==> config.mk <==
export PLATFORM = sky130hd
export DESIGN_NAME = blk_lock_mgr
export DESIGN_NICKNAME = d
export VERILOG_FILES = /design/src/rtl/blk_lock_pkg.sv /design/src/rtl/lock_state_ram.sv /design/src/rtl/lock_range_regs.sv /design/src/rtl/lock_walker.sv /design/src/rtl/blk_lock_mgr.sv
export SDC_FILE = /design/constraint.sdc
export NUM_CORES = 1
export LEC_CHECK = 0
export CAP_MARGIN = 10
export CORE_MARGIN = 2
export CORE_UTILIZATION = 50
export CTS_CLUSTER_SIZE = 10
export DETAILED_ROUTE_END_ITERATION = 8
export GPL_TIMING_DRIVEN = 1
export PLACE_DENSITY = 0.72
export SLEW_MARGIN = 5
export SYNTH_ARGS = -nofsm -noshare
export SYNTH_HDL_FRONTEND = slang
export SYNTH_SLANG_ARGS = --single-unit
==> constraint.sdc <==
create_clock -name clk -period 7.4 [get_ports clk]
set_input_delay 1.48 -clock clk [delete_from_list [all_inputs] [get_ports clk]]
set_output_delay 1.48 -clock clk [all_outputs]
set_load 0.02 [all_outputs]
==> src/rtl/blk_lock_pkg.sv <==
package blk_lock_pkg;

  typedef enum logic [2:0] {
    LS_TIGHT    = 3'b001,
    LS_LOCKED   = 3'b010,
    LS_UNLOCKED = 3'b100
  } lock_state_e;

  typedef enum logic [1:0] {
    OP_UNLOCK = 2'd0,
    OP_LOCK   = 2'd1,
    OP_TIGHT  = 2'd2
  } walk_op_e;

  localparam logic [15:0] CMD_UNLOCK_RANGE = 16'h0023;
  localparam logic [15:0] CMD_UNLOCK_ALL   = 16'h0027;
  localparam logic [15:0] CMD_LOCK_RANGE   = 16'h002A;
  localparam logic [15:0] CMD_TIGHT_RANGE  = 16'h002C;

  localparam logic [1:0] RSEL_START = 2'd0;
  localparam logic [1:0] RSEL_END   = 2'd1;
  localparam logic [1:0] RSEL_CMD   = 2'd2;

  localparam logic [15:0] WP_RESET = 16'h0002;

endpackage

==> src/rtl/lock_state_ram.sv <==
module lock_state_ram #(
  parameter int DEPTH = 64,
  parameter int AW    = 6,
  parameter int DW    = 3
) (
  input  logic          clk,
  input  logic          a_we,
  input  logic [AW-1:0] a_waddr,
  input  logic [DW-1:0] a_wdata,
  input  logic [AW-1:0] a_raddr,
  output logic [DW-1:0] a_rdata,
  input  logic [AW-1:0] b_raddr,
  output logic [DW-1:0] b_rdata
);

  logic [DW-1:0] mem [DEPTH];

  // Port A: write has priority, otherwise a registered read for the query path.
  always_ff @(posedge clk) begin
    if (a_we) begin
      mem[a_waddr] <= a_wdata;
    end else begin
      a_rdata <= mem[a_raddr];
    end
  end

  // Port B: registered read used by the walker.
  always_ff @(posedge clk) begin
    b_rdata <= mem[b_raddr];
  end

endmodule

==> src/rtl/lock_range_regs.sv <==
module lock_range_regs #(
  parameter int NUM_BLOCKS = 64,
  parameter int AW         = 6
) (
  input  logic          clk,
  input  logic          rst,
  input  logic          we,
  input  logic [1:0]    sel,
  input  logic [AW-1:0] wdata,
  output logic [AW-1:0] start_idx,
  output logic [AW-1:0] end_idx
);
  import blk_lock_pkg::*;

  localparam logic [AW-1:0] IDX_MASK = AW'(NUM_BLOCKS - 1);

  logic [AW-1:0] masked;
  assign masked = wdata & IDX_MASK;

  always_ff @(posedge clk) begin
    if (rst) begin
      start_idx <= '0;
      end_idx   <= '0;
    end else if (we) begin
      if (sel == RSEL_START) begin
        start_idx <= masked;
        end_idx   <= masked;
      end else if (sel == RSEL_END) begin
        end_idx <= masked;
      end
    end
  end

endmodule

==> src/rtl/lock_walker.sv <==
module lock_walker #(
  parameter int NUM_BLOCKS = 64,
  parameter int AW         = 6
) (
  input  logic          clk,
  input  logic          rst,
  input  logic          cmd_we,
  input  logic [15:0]   cmd_code,
  input  logic [AW-1:0] start_idx,
  input  logic [AW-1:0] end_idx,
  output logic          ram_we,
  output logic [AW-1:0] ram_waddr,
  output logic [2:0]    ram_wdata,
  output logic [AW-1:0] ram_raddr,
  input  logic [2:0]    ram_rdata,
  output logic          busy,
  output logic          done,
  output logic          cmd_err,
  output logic [15:0]   wp_status
);
  import blk_lock_pkg::*;

  localparam int IW = AW + 1;
  localparam logic [IW-1:0] LAST_BLOCK = IW'(NUM_BLOCKS - 1);
  localparam logic [IW-1:0] BLOCK_LIM  = IW'(NUM_BLOCKS);
  localparam logic [AW-1:0] INIT_LAST  = AW'(NUM_BLOCKS - 1);

  typedef enum logic [1:0] {W_INIT, W_IDLE, W_RUN} wstate_e;

  wstate_e      wst;
  walk_op_e     op_q;
  logic [AW-1:0] init_idx;
  logic [IW-1:0] issue_idx;
  logic [IW-1:0] last_idx;
  logic          pend_vld;
  logic [IW-1:0] pend_idx;

  // Command decode
  logic          dec_known;
  walk_op_e      dec_op;
  logic [IW-1:0] dec_first;
  logic [IW-1:0] dec_last;

  always_comb begin
    dec_known = 1'b1;
    dec_op    = OP_UNLOCK;
    dec_first = {1'b0, start_idx};
    dec_last  = {1'b0, end_idx};
    case (cmd_code)
      CMD_UNLOCK_RANGE: dec_op = OP_UNLOCK;
      CMD_LOCK_RANGE:   dec_op = OP_LOCK;
      CMD_TIGHT_RANGE:  dec_op = OP_TIGHT;
      CMD_UNLOCK_ALL: begin
        dec_op    = OP_UNLOCK;
        dec_first = '0;
        dec_last  = LAST_BLOCK;
      end
      default: dec_known = 1'b0;
    endcase
  end

  logic cmd_fire;
  assign cmd_fire = cmd_we && (wst == W_IDLE);

  // Stage that acts on the block whose state was read last cycle
  lock_state_e cur_state;
  lock_state_e new_state;
  logic        out_of_range;
  logic        hit_tight;
  logic        skip_blk;
  logic        blk_write;
  logic        finish;

  always_comb begin
    cur_state    = lock_state_e'(ram_rdata);
    out_of_range = pend_idx >= BLOCK_LIM;
    hit_tight    = (op_q != OP_TIGHT) && (cur_state == LS_TIGHT);
    skip_blk     = (op_q == OP_TIGHT) && (cur_state == LS_UNLOCKED);
    case (op_q)
      OP_LOCK:  new_state = LS_LOCKED;
      OP_TIGHT: new_state = LS_TIGHT;
      default:  new_state = LS_UNLOCKED;
    endcase
    blk_write = (wst == W_RUN) && pend_vld && !out_of_range && !hit_tight && !skip_blk;
    finish    = (wst == W_RUN) && pend_vld &&
                (out_of_range || hit_tight || (pend_idx == last_idx));
  end

  logic issue;
  assign issue = (wst == W_RUN) && (issue_idx <= last_idx) && !finish;

  // Memory ports
  always_comb begin
    ram_raddr = issue_idx[AW-1:0];
    if (wst == W_INIT) begin
      ram_we    = 1'b1;
      ram_waddr = init_idx;
      ram_wdata = LS_LOCKED;
    end else begin
      ram_we    = blk_write;
      ram_waddr = pend_idx[AW-1:0];
      ram_wdata = new_state;
    end
  end

  always_ff @(posedge clk) begin
    if (rst) begin
      wst       <= W_INIT;
      op_q      <= OP_LOCK;
      init_idx  <= '0;
      issue_idx <= '0;
      last_idx  <= '0;
      pend_vld  <= 1'b0;
      pend_idx  <= '0;
      busy      <= 1'b1;
      done      <= 1'b0;
      cmd_err   <= 1'b0;
      wp_status <= WP_RESET;
    end else begin
      done <= 1'b0;
      case (wst)
        W_INIT: begin
          init_idx <= init_idx + 1'b1;
          if (init_idx == INIT_LAST) begin
            wst  <= W_IDLE;
            busy <= 1'b0;
          end
        end
        W_IDLE: begin
          if (cmd_fire) begin
            cmd_err <= !dec_known;
            if (!dec_known || (dec_first > dec_last)) begin
              done <= 1'b1;
            end else begin
              wst       <= W_RUN;
              busy      <= 1'b1;
              op_q      <= dec_op;
              issue_idx <= dec_first;
              last_idx  <= dec_last;
              pend_vld  <= 1'b0;
            end
          end
        end
        W_RUN: begin
          if (issue) begin
            pend_vld  <= 1'b1;
            pend_idx  <= issue_idx;
            issue_idx <= issue_idx + 1'b1;
          end else begin
            pend_vld <= 1'b0;
          end
          if (blk_write) begin
            wp_status <= {13'b0, new_state};
          end
          if (pend_vld && out_of_range) begin
            cmd_err <= 1'b1;
          end
          if (finish) begin
            wst      <= W_IDLE;
            busy     <= 1'b0;
            done     <= 1'b1;
            pend_vld <= 1'b0;
          end
        end
        default: wst <= W_IDLE;
      endcase
    end
  end

endmodule

==> src/rtl/blk_lock_mgr.sv <==
module blk_lock_mgr #(
  parameter int NUM_BLOCKS = 64,
  localparam int AW = (NUM_BLOCKS > 1) ? $clog2(NUM_BLOCKS) : 1
) (
  input  logic          clk,
  input  logic          rst,
  input  logic          reg_we,
  input  logic [1:0]    reg_addr,
  input  logic [15:0]   reg_wdata,
  input  logic [AW-1:0] query_idx,
  output logic [AW-1:0] range_start,
  output logic [AW-1:0] range_end,
  output logic [15:0]   wp_status,
  output logic [2:0]    query_state,
  output logic          busy,
  output logic          done,
  output logic          cmd_err
);
  import blk_lock_pkg::*;

  logic          cmd_we;
  logic          ram_we;
  logic [AW-1:0] ram_waddr;
  logic [2:0]    ram_wdata;
  logic [AW-1:0] ram_raddr;
  logic [2:0]    ram_rdata;

  assign cmd_we = reg_we && (reg_addr == RSEL_CMD);

  lock_range_regs #(.NUM_BLOCKS(NUM_BLOCKS), .AW(AW)) u_regs (
    .clk       (clk),
    .rst       (rst),
    .we        (reg_we),
    .sel       (reg_addr),
    .wdata     (reg_wdata[AW-1:0]),
    .start_idx (range_start),
    .end_idx   (range_end)
  );

  lock_walker #(.NUM_BLOCKS(NUM_BLOCKS), .AW(AW)) u_walk (
    .clk       (clk),
    .rst       (rst),
    .cmd_we    (cmd_we),
    .cmd_code  (reg_wdata),
    .start_idx (range_start),
    .end_idx   (range_end),
    .ram_we    (ram_we),
    .ram_waddr (ram_waddr),
    .ram_wdata (ram_wdata),
    .ram_raddr (ram_raddr),
    .ram_rdata (ram_rdata),
    .busy      (busy),
    .done      (done),
    .cmd_err   (cmd_err),
    .wp_status (wp_status)
  );

  lock_state_ram #(.DEPTH(NUM_BLOCKS), .AW(AW), .DW(3)) u_ram (
    .clk     (clk),
    .a_we    (ram_we),
    .a_waddr (ram_waddr),
    .a_wdata (ram_wdata),
    .a_raddr (query_idx),
    .a_rdata (query_state),
    .b_raddr (ram_raddr),
    .b_rdata (ram_rdata)
  );

endmodule

Word level (Yosys, flattened, before mapping):

Memories as Yosys holds them, arrays and structs flattened. A register that Yosys moved wholly into a read port is not among the register bits.
Index checks and enable logic that the tools add are counted.

* magnitude comparators: 3
* reduce and logical (&&, ||, !) cells: 37
* equal/unequal tests: 21
* mux-type cells: 38
* add/sub/neg operators: 2
* bitwise operators: 1

Operator list (number)
* $eq 16x6->1 const B: 4
* $mux 6: 5
* $mux 7: 3
* $mux 1: 17
* $pmux 7 s2: 1
* $logic_and 1x1->1: 12
* $reduce_and 3->1: 3
* $mux 2: 4
* $ne 2x2->1 const B: 4
* $reduce_and 2->1: 4
* $reduce_and 4->1: 2
* $add 7x1->7 const B: 1
* $eq 7x7->1: 1
* $ge 7x7->1 const B: 1
* $le 7x7->1: 1
* $add 6x1->6 const B: 1
* $eq 2x1->1 const B: 3
* $eq 2x2->1 const B: 3
* $eq 6x6->1 const B: 1
* $gt 6x6->1: 1
* $logic_not 1->1: 6
* $ne 2x1->1 const B: 3
* $pmux 1 s2: 3
* $pmux 2 s3: 1
* 13 further kinds: 17

* word-level logic and storage cells: 116
* input bits: 27
* memory bits (writable): 192
* output and inout bits: 34
* flip-flop bits (word level): 50
* memories: 1

Memory list
* u_ram.mem: words 64, width 3, read ports 2, clocked after Yosys merged registers in 2, wr ports 1, RTL line lock_state_ram.sv:16 `logic [DW-1:0] mem [DEPTH];`

Logic depth before layout (Yosys ltp):

* word-level depth: 10
* gate-level depth with buffers: 13
* mapped depth without buffers: 11

Modules after synthesis:

From an unflattened synthesis, not the netlist that was laid out.

* cells, all modules: 883
* area total of the unflattened synthesis: 12485.7 um2

Modules (own cells, without submodules)
* lock_state_ram: area an instance 9500.4 um2, sequential area each 5915.7 um2, times used 1, cells each 539
* lock_walker: area an instance 2514.9 um2, sequential area each 740.7 um2, times used 1, cells each 297
* lock_range_regs: area an instance 461.7 um2, sequential area each 240.2 um2, times used 1, cells each 46
* blk_lock_mgr: area an instance 8.8 um2, sequential area each 0.0 um2, times used 1, cells each 1

Worst setup path after synthesis:

OpenSTA, ideal clock, no wires.

* kind: input -> register
* start point: in reg_wdata[4]
* end point: reg u_walk.issue_idx[0]
* setup time: 74 ps
* stages: 12
* data arrival time: 4151 ps
* path buffers: 1
* slack: 3174 ps
* data required time: 7326 ps
* path through: nor4b_2 -> and3_1 -> and2_1 -> clkbuf_1 -> nor2_1 -> ha_1 -> a21o_1 -> a21o_1 -> o21ai_0 -> nand3_1 -> or4_1 -> a31oi_1

* word-level cells in the longest chain between the ends: 7
* elaborated cells between the ends (all ways): 16
* those cells by class: order compare: 1; eq/ne: 5; mux: 6; reduce/logical: 4

Ends and longest elaborated chain
* start, declared: RTL line blk_lock_mgr.sv:9 `input logic [15:0] reg_wdata,`
* parallel branches: the longest is 7 deep, another holds $gt 6x6->1
* end signal, assigned: RTL line lock_walker.sv:138 `issue_idx <= dec_first;`
* end signal, assigned: RTL line lock_walker.sv:148 `issue_idx <= issue_idx + 1'b1;`
* end, declared: RTL line lock_walker.sv:33 `logic [IW-1:0] issue_idx;`

Several ways; the timed one is not identified. The select of a mux whose other input is x is not followed.
A chain may end at the register's enable or synchronous reset.

Final worst setup path:

Same ends and word-level chain as after synthesis.

==> flow_metrics.py <==
metrics = {
    "run_status": {
        "status": "complete, no violations",
    },
    "sta": {
        "relSlewSlack": 0.166,
        "fmax_ghz": 0.216,
        "hold_viol_final": 0,
        "grt_setup_unrepaired": "false",
        "post-route-period-util": 0.624,
        "tightest_slew_ps": 1250,
        "finClkSkew_ps": 7.96,
        "period_minus_slack_ps": 4620,
        "drv_slew": 0,
        "setup_tns_ps": 0,
        "finalSetupViolCount": 0,
    },
    "cells_and_area": {
        "diodes": 0,
        "final_common_cell": "edfxtp_1",
        "layout-drive-gt1-share": 0.196,
        "most-common-layout-cells": "195 x edfxtp_1, 112 x mux4_2, 106 x nor2_1",
        "final_nets": 912,
        "post-route-util": 0.571,
        "areaGrowthSynthToFinish_pct": 12.3,
    },
    "drt": {
        "ant_nets": 0,
        "vias_per_cell": 6.20,
        "drt_wl_total_um": 28300,
        "drtIter0Drc": 735,
        "wl_per_cell_um": 23.4,
        "drc": 0,
        "dr.pass1.iters": 5,
        "vias": 7505,
    },
    "clocking": {
        "insertion_delay_ps": 550,
        "numCtsBuffers": 29,
        "cts_hold_buf": 0,
        "cts_setup_buffers": 0,
        "cts_root_buf": "clkbuf_16",
        "cts.sinks": 247,
        "clkTransAtPathRegs_ps": 60,
        "cts_resized": 0,
        "cts_buffer_depth": 3,
        "htreeDepth": 1,
        "cts_tree": "yes",
    },
    "pwr": {
        "peakVddDrop_mv": 0.202,
        "powerDensity_nw_per_um2": 213,
        "leakage_nw": 4.83,
    },
    "critical_path": {
        "critPathCaptureType": "flip-flop",
        "cp.arrival_ps": 5100,
        "worstSetupStartpointType": "input port",
        "timing.critical_path.mode_cell": "a21o_1",
        "slowest_stage": "clkdlybuf4s50_1",
        "worst_r2r_path_depth": 6,
        "crit_chain": "clkdlybuf4s50_1, nor4b_2, and3_1, and2_1, nor2_1, ha_1, a21o_1, a21o_1, o21ai_0, nand3_1, or4_1, a31oi_1",
        "critPathKind": "in2reg",
        "critPathMaxStageDelay_ps": 460,
        "crit_family": "simple AND/OR/NAND/NOR gates",
        "required_ps": 7880,
        "crit_fanout": 10,
        "critPathBufInv": 1,
        "cp.depth": 12,
    },
    "placed_design": {
        "place_congestion": 0.794,
        "portBuffers": 47,
        "hpwlAfterDp_um": 18600,
    },
    "floorplan": {
        "ios": 61,
        "core-area_um2": 24300,
        "die_y_um": 161,
        "die_w_um": 161,
        "start_util": 0.508,
        "dieArea_um2": 26000,
        "std_cell_rows": 57,
    },
    "yosys": {
        "synth_top_cell_area_share": 0.474,
        "synth_ff_type": "edfxtp_1",
        "yosys.area.top_type": "edfxtp_1",
        "yosys_register_bits": 247,
        "synthesis.instances": 823,
        "synth.avg_cell_area_um2": 15.0,
        "async_reset_ff_frac": 0,
        "ys_seq_area_frac": 0.558,
        "synth_cell_type_count": 60,
        "synth_edf_count": 195,
        "syn_area_um2": 12400,
        "yosysWarnings": 0,
        "synthTopCellsByArea": "edfxtp_1 47%, mux4_2 20%, dfxtp_1 8.4%, nor2_1 3.2%, mux2i_1 2.4%",
    },
    "global_routing": {
        "antenna_found_initial": 0,
        "grt_overflow": 0,
        "track_usage": 0.221,
        "grt_pass1_vias": 7473,
        "grt_max_degree": 65,
        "grt_pass1_wl_um": 43700,
    },
    "run": {
        "drv_cap": 0,
    },
    "hold_path": {
        "whs_path_depth": 2,
        "hp-class": "reg2reg",
    },
}
routing by layer:
metal | global-route usage | vias to the layer above | routed length (µm)
met1 | 0.304 | 3793 | 11700
li1 | - | 3313 | -
met2 | 0.361 | 330 | 13500
met5 | 0 | - | 0
met4 | 0.0666 | 0 | 907
met3 | 0.0444 | 69 | 2130
tightest hold or removal path, stage by stage, from the launching register on:
cell     delay (ps)
dfxtp_1         320
mux2i_1          70
nand2_1          60
per-stage QoR:
| step | worst slack (ps) | cell area [µm²] | hold WS (ps) | cells | power, mW |
|---|---|---|---|---|---|
| CTS | 2850 | 13900 | 482 | 1211 | 2.97 |
| global placement | 2450 | 13000 | 472 | 1158 | 1.67 |
| floorplan | 3170 | 12400 | 449 | 835 | 1.62 |
| detailed placement | 2350 | 13000 | 468 | 1158 | 1.67 |
| global route | 2430 | 13900 | 516 | 1211 | 3.04 |
| finish | 2780 | 13900 | 477 | 1211 | 2.95 |
cell usage after synthesis, drive strengths merged (16+ instances only):
| master | n |
|---|---|
| edfxtp | 195 |
| mux4 | 119 |
| nor2 | 106 |
| dfxtp | 52 |
| nand2 | 41 |
| buf | 39 |
| a21oi | 31 |
| mux2i | 30 |
| ha | 20 |
| o21ai | 19 |
| clkbuf | 18 |
| nand3 | 18 |
| inv | 16 |
report_power, final:
group / switching [mW] / total [mW] / internal [mW]
combinational: 0.0865 / 0.146 / 0.0595
sequential: 0.00856 / 1.50 / 1.49
clock: 0.542 / 1.31 / 0.763
cell families (layout without fill, tap and decap cells):
| kind of cell | Yosys count | in the layout | synth area share |
|---|---|---|---|
| fa+ha+maj | 20 | 20 | 0.0203 |
| flops | 247 | 247 | 0.558 |
| other cells | 1 | 13 | 0.000303 |
| buf+inv | 74 | 126 | 0.0333 |
| xor+xnor | 14 | 14 | 0.00992 |
| compound gates | 80 | 80 | 0.0407 |
| mux | 151 | 151 | 0.245 |
| simple gates | 236 | 236 | 0.0922 |
sequential cells by signal, summed over array words and instances (netlist names), 2 cells and up:
name / cells
u_ram.mem: 192
u_walk.issue_idx: 7
u_walk.pend_idx: 7
u_regs.end_idx: 6
u_regs.start_idx: 6
u_walk.init_idx: 6
u_walk.last_idx: 6
u_ram.a_rdata: 3
u_ram.b_rdata: 3
u_walk.wp_status: 3
u_walk.op_q: 2
u_walk.wst: 2
cell type report:
| class | count | area, µm² |
|---|---|---|
| inverter | 17 | 63.8 |
| timing repair buffer | 56 | 528 |
| multi-input combinational | 514 | 5110 |
| clock buffer | 51 | 838 |
| fill | 1878 | 10400 |
| sequential | 247 | 6900 |
| clock inverter | 2 | 28.8 |
| tap | 324 | 405 |
final timing paths:
check | slack, ps | startpoint | to
setup reg to reg | 4090 | u_walk.wst[0] | u_ram.mem[30][2]
hold / removal | 480 | u_walk.wp_status[1] | u_walk.wp_status[1]
hold reg to reg | 480 | u_walk.wp_status[1] | u_walk.wp_status[1]
setup / recovery | 2780 | reg_wdata[4] | u_walk.issue_idx[0]
(Power assumes the default switching activity.)
